$ cat src/rtl/scl_pkg.sv
package scl_pkg;

    typedef enum logic [1:0] {
        RX_IDLE  = 2'd0,
        RX_SHIFT = 2'd1,
        RX_DONE  = 2'd2
    } rx_state_e;

endpackage

$ cat src/rtl/scl_sync.sv
module scl_sync #(
    parameter int               WIDTH   = 3,
    parameter int               STAGES  = 2,
    parameter logic [WIDTH-1:0] RST_VAL = '0
) (
    input  logic             clk,
    input  logic             rst_n,
    input  logic [WIDTH-1:0] async_i,
    output logic [WIDTH-1:0] sync_o,
    output logic [WIDTH-1:0] prev_o
);

    generate
        for (genvar b = 0; b < WIDTH; b++) begin : g_bit
            logic [STAGES:0] pipe_d;
            logic [STAGES:0] pipe_q;

            always_comb begin
                pipe_d = {pipe_q[STAGES-1:0], async_i[b]};
            end

            always_ff @(posedge clk or negedge rst_n) begin
                if (!rst_n) begin
                    pipe_q <= {(STAGES+1){RST_VAL[b]}};
                end else begin
                    pipe_q <= pipe_d;
                end
            end

            assign sync_o[b] = pipe_q[STAGES-1];
            assign prev_o[b] = pipe_q[STAGES];
        end
    endgenerate

endmodule

$ cat src/rtl/scl_frame_rx.sv
module scl_frame_rx
    import scl_pkg::*;
#(
    parameter int ADDR_W = 5,
    parameter int DATA_W = 14,
    localparam int FRAME_W = ADDR_W + DATA_W,
    localparam int CNT_W   = $clog2(FRAME_W + 1)
) (
    input  logic              clk,
    input  logic              rst_n,
    input  logic              sclk_fall_i,
    input  logic              sync_fall_i,
    input  logic              din_i,
    output logic              stb_o,
    output logic [ADDR_W-1:0] idx_o,
    output logic [DATA_W-1:0] code_o
);

    localparam logic [CNT_W-1:0] LAST = CNT_W'(FRAME_W - 1);

    typedef struct packed {
        rx_state_e          state;
        logic [CNT_W-1:0]   cnt;
        logic [FRAME_W-2:0] shreg;
        logic               stb;
        logic [ADDR_W-1:0]  idx;
        logic [DATA_W-1:0]  code;
    } rx_regs_t;

    rx_regs_t           rx_d;
    rx_regs_t           rx_q;
    logic [FRAME_W-1:0] word_full;

    always_comb begin
        rx_d      = rx_q;
        rx_d.stb  = 1'b0;
        word_full = {rx_q.shreg, din_i};
        case (rx_q.state)
            RX_IDLE, RX_DONE: begin
                if (sync_fall_i) begin
                    rx_d.state = RX_SHIFT;
                    rx_d.cnt   = '0;
                    rx_d.shreg = '0;
                end
            end
            RX_SHIFT: begin
                if (sclk_fall_i) begin
                    rx_d.shreg = word_full[FRAME_W-2:0];
                    rx_d.cnt   = rx_q.cnt + 1'b1;
                    if (rx_q.cnt == LAST) begin
                        rx_d.stb   = 1'b1;
                        rx_d.idx   = word_full[FRAME_W-1 -: ADDR_W];
                        rx_d.code  = word_full[DATA_W-1:0];
                        rx_d.state = RX_DONE;
                    end
                end
            end
            default: rx_d.state = RX_IDLE;
        endcase
    end

    always_ff @(posedge clk or negedge rst_n) begin
        if (!rst_n) begin
            rx_q <= '{state: RX_IDLE, cnt: '0, shreg: '0, stb: 1'b0,
                      idx: '0, code: '0};
        end else begin
            rx_q <= rx_d;
        end
    end

    assign stb_o  = rx_q.stb;
    assign idx_o  = rx_q.idx;
    assign code_o = rx_q.code;

    // the update strobe never lasts two cycles
    assert_stb_single_R6: assert property (@(posedge clk) disable iff (!rst_n)
        rx_q.stb |=> !rx_q.stb);

    // a finished frame produces no further strobe without re-arming
    assert_lockout_R5: assert property (@(posedge clk) disable iff (!rst_n)
        (rx_q.state == RX_DONE) |=> !rx_q.stb);

    // a sync fall without a clock edge during a frame leaves the count alone
    assert_sync_ignored_R4: assert property (@(posedge clk) disable iff (!rst_n)
        (rx_q.state == RX_SHIFT && sync_fall_i && !sclk_fall_i) |=> $stable(rx_q.cnt));

    // clock edges seen while disarmed do not start a count
    assert_idle_clk_R9: assert property (@(posedge clk) disable iff (!rst_n)
        (rx_q.state == RX_IDLE && !sync_fall_i) |=> (rx_q.state == RX_IDLE));

endmodule

$ cat src/rtl/scl_chan_bank.sv
module scl_chan_bank #(
    parameter int NUM_CH = 32,
    parameter int DATA_W = 14,
    localparam int ADDR_W = $clog2(NUM_CH)
) (
    input  logic                     clk,
    input  logic                     rst_n,
    input  logic                     stb_i,
    input  logic [ADDR_W-1:0]        idx_i,
    input  logic [DATA_W-1:0]        code_i,
    output logic [NUM_CH*DATA_W-1:0] codes_o
);

    logic [DATA_W-1:0] regs_d [NUM_CH];
    logic [DATA_W-1:0] regs_q [NUM_CH];

    always_comb begin
        for (int k = 0; k < NUM_CH; k++) begin
            if (stb_i && (idx_i == ADDR_W'(k))) begin
                regs_d[k] = code_i;
            end else begin
                regs_d[k] = regs_q[k];
            end
        end
    end

    always_ff @(posedge clk or negedge rst_n) begin
        if (!rst_n) begin
            for (int k = 0; k < NUM_CH; k++) begin
                regs_q[k] <= '0;
            end
        end else begin
            for (int k = 0; k < NUM_CH; k++) begin
                regs_q[k] <= regs_d[k];
            end
        end
    end

    generate
        for (genvar k = 0; k < NUM_CH; k++) begin : g_out
            assign codes_o[k*DATA_W +: DATA_W] = regs_q[k];

            // the addressed channel takes the strobed code
            assert_write_hit_R2: assert property (@(posedge clk) disable iff (!rst_n)
                (stb_i && idx_i == ADDR_W'(k)) |=> (regs_q[k] == $past(code_i)));

            // a channel that is not addressed keeps its value
            assert_write_miss_R2: assert property (@(posedge clk) disable iff (!rst_n)
                !(stb_i && idx_i == ADDR_W'(k)) |=> $stable(regs_q[k]));
        end
    endgenerate

endmodule

$ cat src/rtl/serial_chan_loader.sv
module serial_chan_loader #(
    parameter int NUM_CH      = 32,
    parameter int DATA_W      = 14,
    parameter int SYNC_STAGES = 2,
    localparam int ADDR_W = $clog2(NUM_CH)
) (
    input  logic                     clk,
    input  logic                     rst_n,
    input  logic                     ser_sync_n,
    input  logic                     ser_clk,
    input  logic                     ser_din,
    output logic [NUM_CH*DATA_W-1:0] ch_codes,
    output logic                     upd_stb,
    output logic [ADDR_W-1:0]        upd_idx
);

    // bit 2: sync (idles high), bit 1: serial clock, bit 0: data
    logic [2:0] pins_s;
    logic [2:0] pins_p;
    logic       sclk_fall;
    logic       sync_fall;
    logic       rx_stb;
    logic [ADDR_W-1:0] rx_idx;
    logic [DATA_W-1:0] rx_code;

    scl_sync #(
        .WIDTH   (3),
        .STAGES  (SYNC_STAGES),
        .RST_VAL (3'b100)
    ) u_sync (
        .clk     (clk),
        .rst_n   (rst_n),
        .async_i ({ser_sync_n, ser_clk, ser_din}),
        .sync_o  (pins_s),
        .prev_o  (pins_p)
    );

    assign sclk_fall = pins_p[1] & ~pins_s[1];
    assign sync_fall = pins_p[2] & ~pins_s[2];

    scl_frame_rx #(
        .ADDR_W (ADDR_W),
        .DATA_W (DATA_W)
    ) u_rx (
        .clk         (clk),
        .rst_n       (rst_n),
        .sclk_fall_i (sclk_fall),
        .sync_fall_i (sync_fall),
        .din_i       (pins_s[0]),
        .stb_o       (rx_stb),
        .idx_o       (rx_idx),
        .code_o      (rx_code)
    );

    scl_chan_bank #(
        .NUM_CH (NUM_CH),
        .DATA_W (DATA_W)
    ) u_bank (
        .clk     (clk),
        .rst_n   (rst_n),
        .stb_i   (rx_stb),
        .idx_i   (rx_idx),
        .code_i  (rx_code),
        .codes_o (ch_codes)
    );

    assign upd_stb = rx_stb;
    assign upd_idx = rx_idx;

endmodule

$ cat config.mk
export PLATFORM = sky130hd
export DESIGN_NAME = serial_chan_loader
export DESIGN_NICKNAME = d
export VERILOG_FILES = /design/src/rtl/scl_pkg.sv /design/src/rtl/scl_sync.sv /design/src/rtl/scl_frame_rx.sv /design/src/rtl/scl_chan_bank.sv /design/src/rtl/serial_chan_loader.sv
export SDC_FILE = /design/constraint.sdc
export NUM_CORES = 1
export LEC_CHECK = 0
export ABC_AREA = 1
export BUFFER_PORTS_ARGS = -buffer_cell sky130_fd_sc_hd__buf_2
export CORE_MARGIN = 2
export CORE_UTILIZATION = 50
export DETAILED_ROUTE_END_ITERATION = 8
export GPL_TIMING_DRIVEN = 0
export PLACE_DENSITY = 0.82
export SLEW_MARGIN = 20
export SYNTH_ARGS = -nofsm -noshare
export SYNTH_HDL_FRONTEND = slang
export SYNTH_SLANG_ARGS = --single-unit
$ cat constraint.sdc
create_clock -name clk -period 1.88 [get_ports clk]
set_input_delay 0.376 -clock clk [delete_from_list [all_inputs] [get_ports clk]]
set_output_delay 0.376 -clock clk [all_outputs]
set_load 0.01 [all_outputs]
# Word level (Yosys, flattened, before mapping)

Index checks and enable logic that the tools add are counted.

Flip-flop bits (word level): 501
Output and inout port bits: 454
Logic and storage cells: 129

$add $sub $neg: 1
Equality and inequality tests: 37
Mux-type cells: 7
Bitwise operators: 4
Reductions and logical operators: 39

Operators by type and width:

| cell                | count |
|---|---|
| $eq 5x5->1 const B  | 17 |
| $pmux 23 s2         | 1 |
| $mux 45             | 1 |
| $eq 5x4->1 const B  | 8 |
| $mux 20             | 2 |
| $logic_and 1x1->1   | 32 |
| $mux 25             | 1 |
| $eq 5x3->1 const B  | 4 |
| $eq 5x2->1 const B  | 2 |
| $reduce_and 3->1    | 3 |
| $add 5x1->5 const B | 1 |
| $eq 5x1->1 const B  | 1 |
| $logic_not 5->1     | 1 |
| $ne 2x2->1 const B  | 2 |
| $pmux 2 s2          | 1 |
| $and 1x1->1         | 2 |
| $eq 2x1->1 const B  | 1 |
| $eq 2x2->1 const B  | 1 |
| $logic_not 2->1     | 1 |
| $mux 2              | 1 |
| $ne 2x1->1 const B  | 1 |
| $not 1->1           | 2 |
| $reduce_bool 2->1   | 1 |
| $reduce_or 2->1     | 1 |

# Longest topological paths before layout

Word-level depth: 4
Gate-level depth with buffers: 8
Depth with buffers taken out: 7

# Modules after synthesis

From an unflattened synthesis, not the netlist that was laid out.

Cells, all modules: 2252
Area total of the unflattened synthesis: 20129.3 um^2

Modules (own cells, without submodules):

| module             | times used | cells an instance | area each (um^2) | seq. area each (um^2) |
|---|---|---|---|---|
| scl_chan_bank      | 1          | 2023              | 17832.1          | 11210.8 |
| scl_frame_rx       | 1          | 210               | 2003.2           | 1126.1 |
| scl_sync           | 1          | 15                | 274.0            | 229.0 |
| serial_chan_loader | 1          | 4                 | 20.0             | 0.0 |

# Worst setup path after synthesis

OpenSTA, ideal clock, no wires.

Kind: reg2reg
Start point: reg u_rx.rx_q[38] in the netlist's numbering
End point: reg u_rx.rx_q[43] in the netlist's numbering
Setup time: 0.118 ns
Data arrival time: 1.302 ns
Data required time: 1.762 ns
Path slack: 0.460 ns
Cell stages (with the launch flop): 9
Buffers on the path: 1
Clock period less this slack: 1.420 ns
Cell sequence: dfrtp_1 inv_1 ha_1 nand2_1 nor3_1 clkbuf_1 nand2_1 nand2_1 nand2_1

Word-level cells in the longest chain between the ends: 3

Ends and longest elaborated chain:

| what                              | line               | RTL |
|---|---|---|
| from (decl)                       | scl_frame_rx.sv:31 | `rx_regs_t rx_q;` |
| from (signal assigned)            | scl_frame_rx.sv:64 | `rx_q <= '{state: RX_IDLE, cnt: '0, shreg: '0, stb: 1'b0,` |
| from (signal assigned)            | scl_frame_rx.sv:67 | `rx_q <= rx_d;` |
| $eq 5x5->1                        | scl_frame_rx.sv:50 | `if (rx_q.cnt == LAST) begin` |
| $ne 2x1->1 (no source line)       | --                 |  |
| $reduce_and 3->1 (no source line) | --                 |  |

No other way between the ends.
A chain may end at the register's enable or synchronous reset.

# Worst setup path after layout

Start point: reg u_rx.rx_q, in the netlist u_rx.idx_o[3]
End point: reg u_bank.regs_q, in the netlist u_bank.codes_o[348]

Word-level cells in the longest chain between the ends: 2

Ends and longest elaborated chain:

| what                            | line                | RTL |
|---|---|---|
| $eq 5x5->1                      | scl_chan_bank.sv:19 | `if (stb_i && (idx_i == ADDR_W'(k))) begin` |
| $logic_and 1x1->1               | scl_chan_bank.sv:19 |  |
| to (signal, indexed assignment) | scl_chan_bank.sv:34 | `regs_q[k] <= regs_d[k];` |
| to (decl)                       | scl_chan_bank.sv:15 | `logic [DATA_W-1:0] regs_q [NUM_CH];` |

No other way between the ends.

==> out/metrics.yaml <==
status:
  status: "complete, no violations"
sta:
  hold_viol: 0
  slew_headroom_pct: 35.3
  tightest_slew_ns: 0.971
  tns_ns: 0
  setup_viol: 0
  period_needed_ns: 1.81
  finalMaxSlewViolations: 0
  fin_crit_sh_pct: 96.0
  fin_worst_skew_ns: 0.0235
  grt_setup_unrepaired: "true"
  fmax_mhz: 554
critical_path:
  startpoint_type: "flop"
  cp_common_cell: "nand2_1"
  worstPathMaxFanout: 10
  r2r_start: "u_rx.idx_o[3]"
  critical_path.startpoint: "u_rx.idx_o[3]"
  crit_arrival_ns: 2.22
  required_ns: 2.30
  crit_type: "flop to flop"
  critical_path.cell_chain: "nand2_1, nor2_2, nand2_2, buf_4, nand2_1, o21ai_0"
  critPathBufInv: 1
  max_stage_delay_ns: 0.50
  end_kind: "flop"
  crit_path_top_delay_cell: "dfrtp_1"
  path_delay_family: "simple AND/OR/NAND/NOR gates"
synth:
  ys_types: 25
  synth_area_leader_cell: "dfrtp_1"
  syn_area_per_cell_um2: 10.4
  syn_area_um2: 18300
  syn-num-nets: 1768
  synth_top_area_share_pct: 68.3
  yosysWarnings: 0
  yosysSeqAreaShare_pct: 68.7
  synth_seq_cells: 501
  syn_inst: 1761
  synth.area.top_cells: "dfrtp_1 68%, nand2_1 12%, o21ai_0 12%"
floorplanning:
  start_util_pct: 51.1
  core_area_um2: 35700
  boundaryPins: 459
  die_w_um: 195
  rows: 69
  fp.dieH_um: 195
  die_area_um2: 38100
routing:
  ant_nets: 0
  drc: 0
  drt-wirelength-per-cell_um: 21.6
  routed_wirelength_mm: 60.1
  via_count: 15500
  viasPerCell: 5.57
  first_pass_iters: 6
  drt-initial-drc-count: 1225
clock_tree:
  clk_pin_slew_worst_paths_ns: 0.06
  cts.path.max_buffers: 3
  clock_sinks: 501
  cts_tree: "built"
  cts-root-buf: "clkbuf_16"
  h-tree-depth: 2
  cts_buffers: 50
  worstSkewPairLatency_ns: 0.59
grt:
  antenna_found_initial: 0
  grt_pass1_wl_mm: 90.9
  grt_max_degree: 103
  track_usage_pct: 31.5
  grt-ovfl-total: 0
  first_global_vias: 15300
power:
  powerDensity_nw_per_um2: 952
  finalPower_mw: 22.0
  vdd_drop_max_mv: 0.785
  leakagePower_nw: 12.3
finish:
  final_nets: 2287
  post_route_cells_drive_above_1_share_pct: 28.2
  final_cell_mix: "571 x nand2_1, 497 x dfrtp_1, 482 x buf_2, 423 x o21ai_0, 76 x clkbuf_1"
  diodes: 0
  syn_to_final_growth_pct: 26.4
  final_common_cell: "nand2_1"
  post_layout_nonfiller_instances: 2780
place:
  dp_cells: 2685
  dpl.hpwl_mm: 41.2
  gp_congestion: 0.849
  io_buffers: 458
run:
  drv_cap: 0
worst_hold_path:
  hp-class: "input port to async pin"
-- sequential cells by signal, summed over array words and instances (netlist names) --
signal               cells
u_sync.g_bit.pipe_q      8
u_rx.stb_o               1
u_rx.code_o             14
u_rx.rx_q               25
u_rx.idx_o               5
u_bank.codes_o         448
-- kinds of logic (layout without fill, tap and decap cells) --
family                     Yosys count  count (layout)  share of synthesized area [%]
and+or+nand+nor                    650             650                           14.5
DFF                                501             501                           68.7
AOI/OAI and AO/OA                  451             451                           12.4
buffers and inverters              157             715                           4.31
adders and majority gates            2               2                          0.137
-- layout make-up --
| cell class | count | area [um2] |
|---|---|---|
| plain buffers | 123 | 663 |
| clock buffers | 69 | 1460 |
| clock inverters | 22 | 273 |
| fillers | 2681 | 12700 |
| inverters | 34 | 128 |
| multi-input cells | 1103 | 4970 |
| flip-flops and latches | 501 | 12500 |
| well taps | 461 | 577 |
| repair buffers | 467 | 2480 |
-- Yosys cell counts --
cell	number
buf_2	25
o31ai_1	1
ha_1	2
buf_6	13
or2_2	1
o21ai_1	27
nor2_2	3
nor3_1	2
nor2_4	1
nand2_1	571
nand3_2	6
nor2_1	16
nand2_4	10
nand2_2	16
buf_12	2
inv_1	33
clkbuf_1	70
o21ai_0	423
nand3_1	21
nand4_1	3
dfrtp_1	498
dfstp_2	3
buf_4	8
inv_2	1
clkbuf_2	5
-- where the power goes --
| group | internal (mW) | switching, mW |
|---|---|---|
| clock | 6.24 | 4.21 |
| combinational | 0.121 | 0.379 |
| sequential | 10.9 | 0.121 |
-- through the flow --
step / instance area (um2) / worst slack (ns) / utilization, % / hold slack, ns
floorplan: 18300 / 0.460 / - / 0.0804
global placement: 21100 / -9.11 / 59.1 / 0.337
detailed placement: 21300 / -0.00526 / 59.5 / 0.318
CTS: 23000 / 0.0147 / 64.5 / 0.285
global route: 23100 / -0.0233 / 64.6 / 0.306
finish: 23100 / 0.0744 / 64.6 / 0.286
-- final timing paths --
kind / slack (ns) / depth (start not counted) / to
max: 0.07 / 6 / u_bank.codes_o[348]
max reg2reg: 0.07 / 6 / u_bank.codes_o[348]
min reg2reg: 0.35 / 0 / u_sync.g_bit[0].pipe_q[1]
min in group clk: 0.35 / 0 / u_sync.g_bit[0].pipe_q[1]
min: 0.29 / 2 / u_bank.codes_o[7]
max in group asynchronous: 0.33 / 4 / u_bank.codes_o[315]
-- per-layer routing --
metal	wire [um]	vias up	GRT usage (%)
li1	-	6765	-
met1	23600	7763	40.5
met2	28700	808	50.9
met3	5040	160	7.96
met4	2810	0	14.3
met5	0	-	0
-- worst reg2reg max path: cells and delay by family (launching register included) --
| family | cells | cell delay (ns) |
|---|---|---|
| simple gates | 4 | 0.81 |
| compound gates | 1 | 0.10 |
| flops | 1 | 0.50 |
| buf+inv | 1 | 0.23 |
-- what timing repair did --
item / CTS / global route
hold buffers: 4 / 0
endpoints found under the setup margin: 2 / 157
gates cloned: 0 / 0
hold endpoints to repair: 51 / 0
buffers inserted: 0 / 0
resized for setup: 1 / 18
Power figures use the tool's default switching activity.
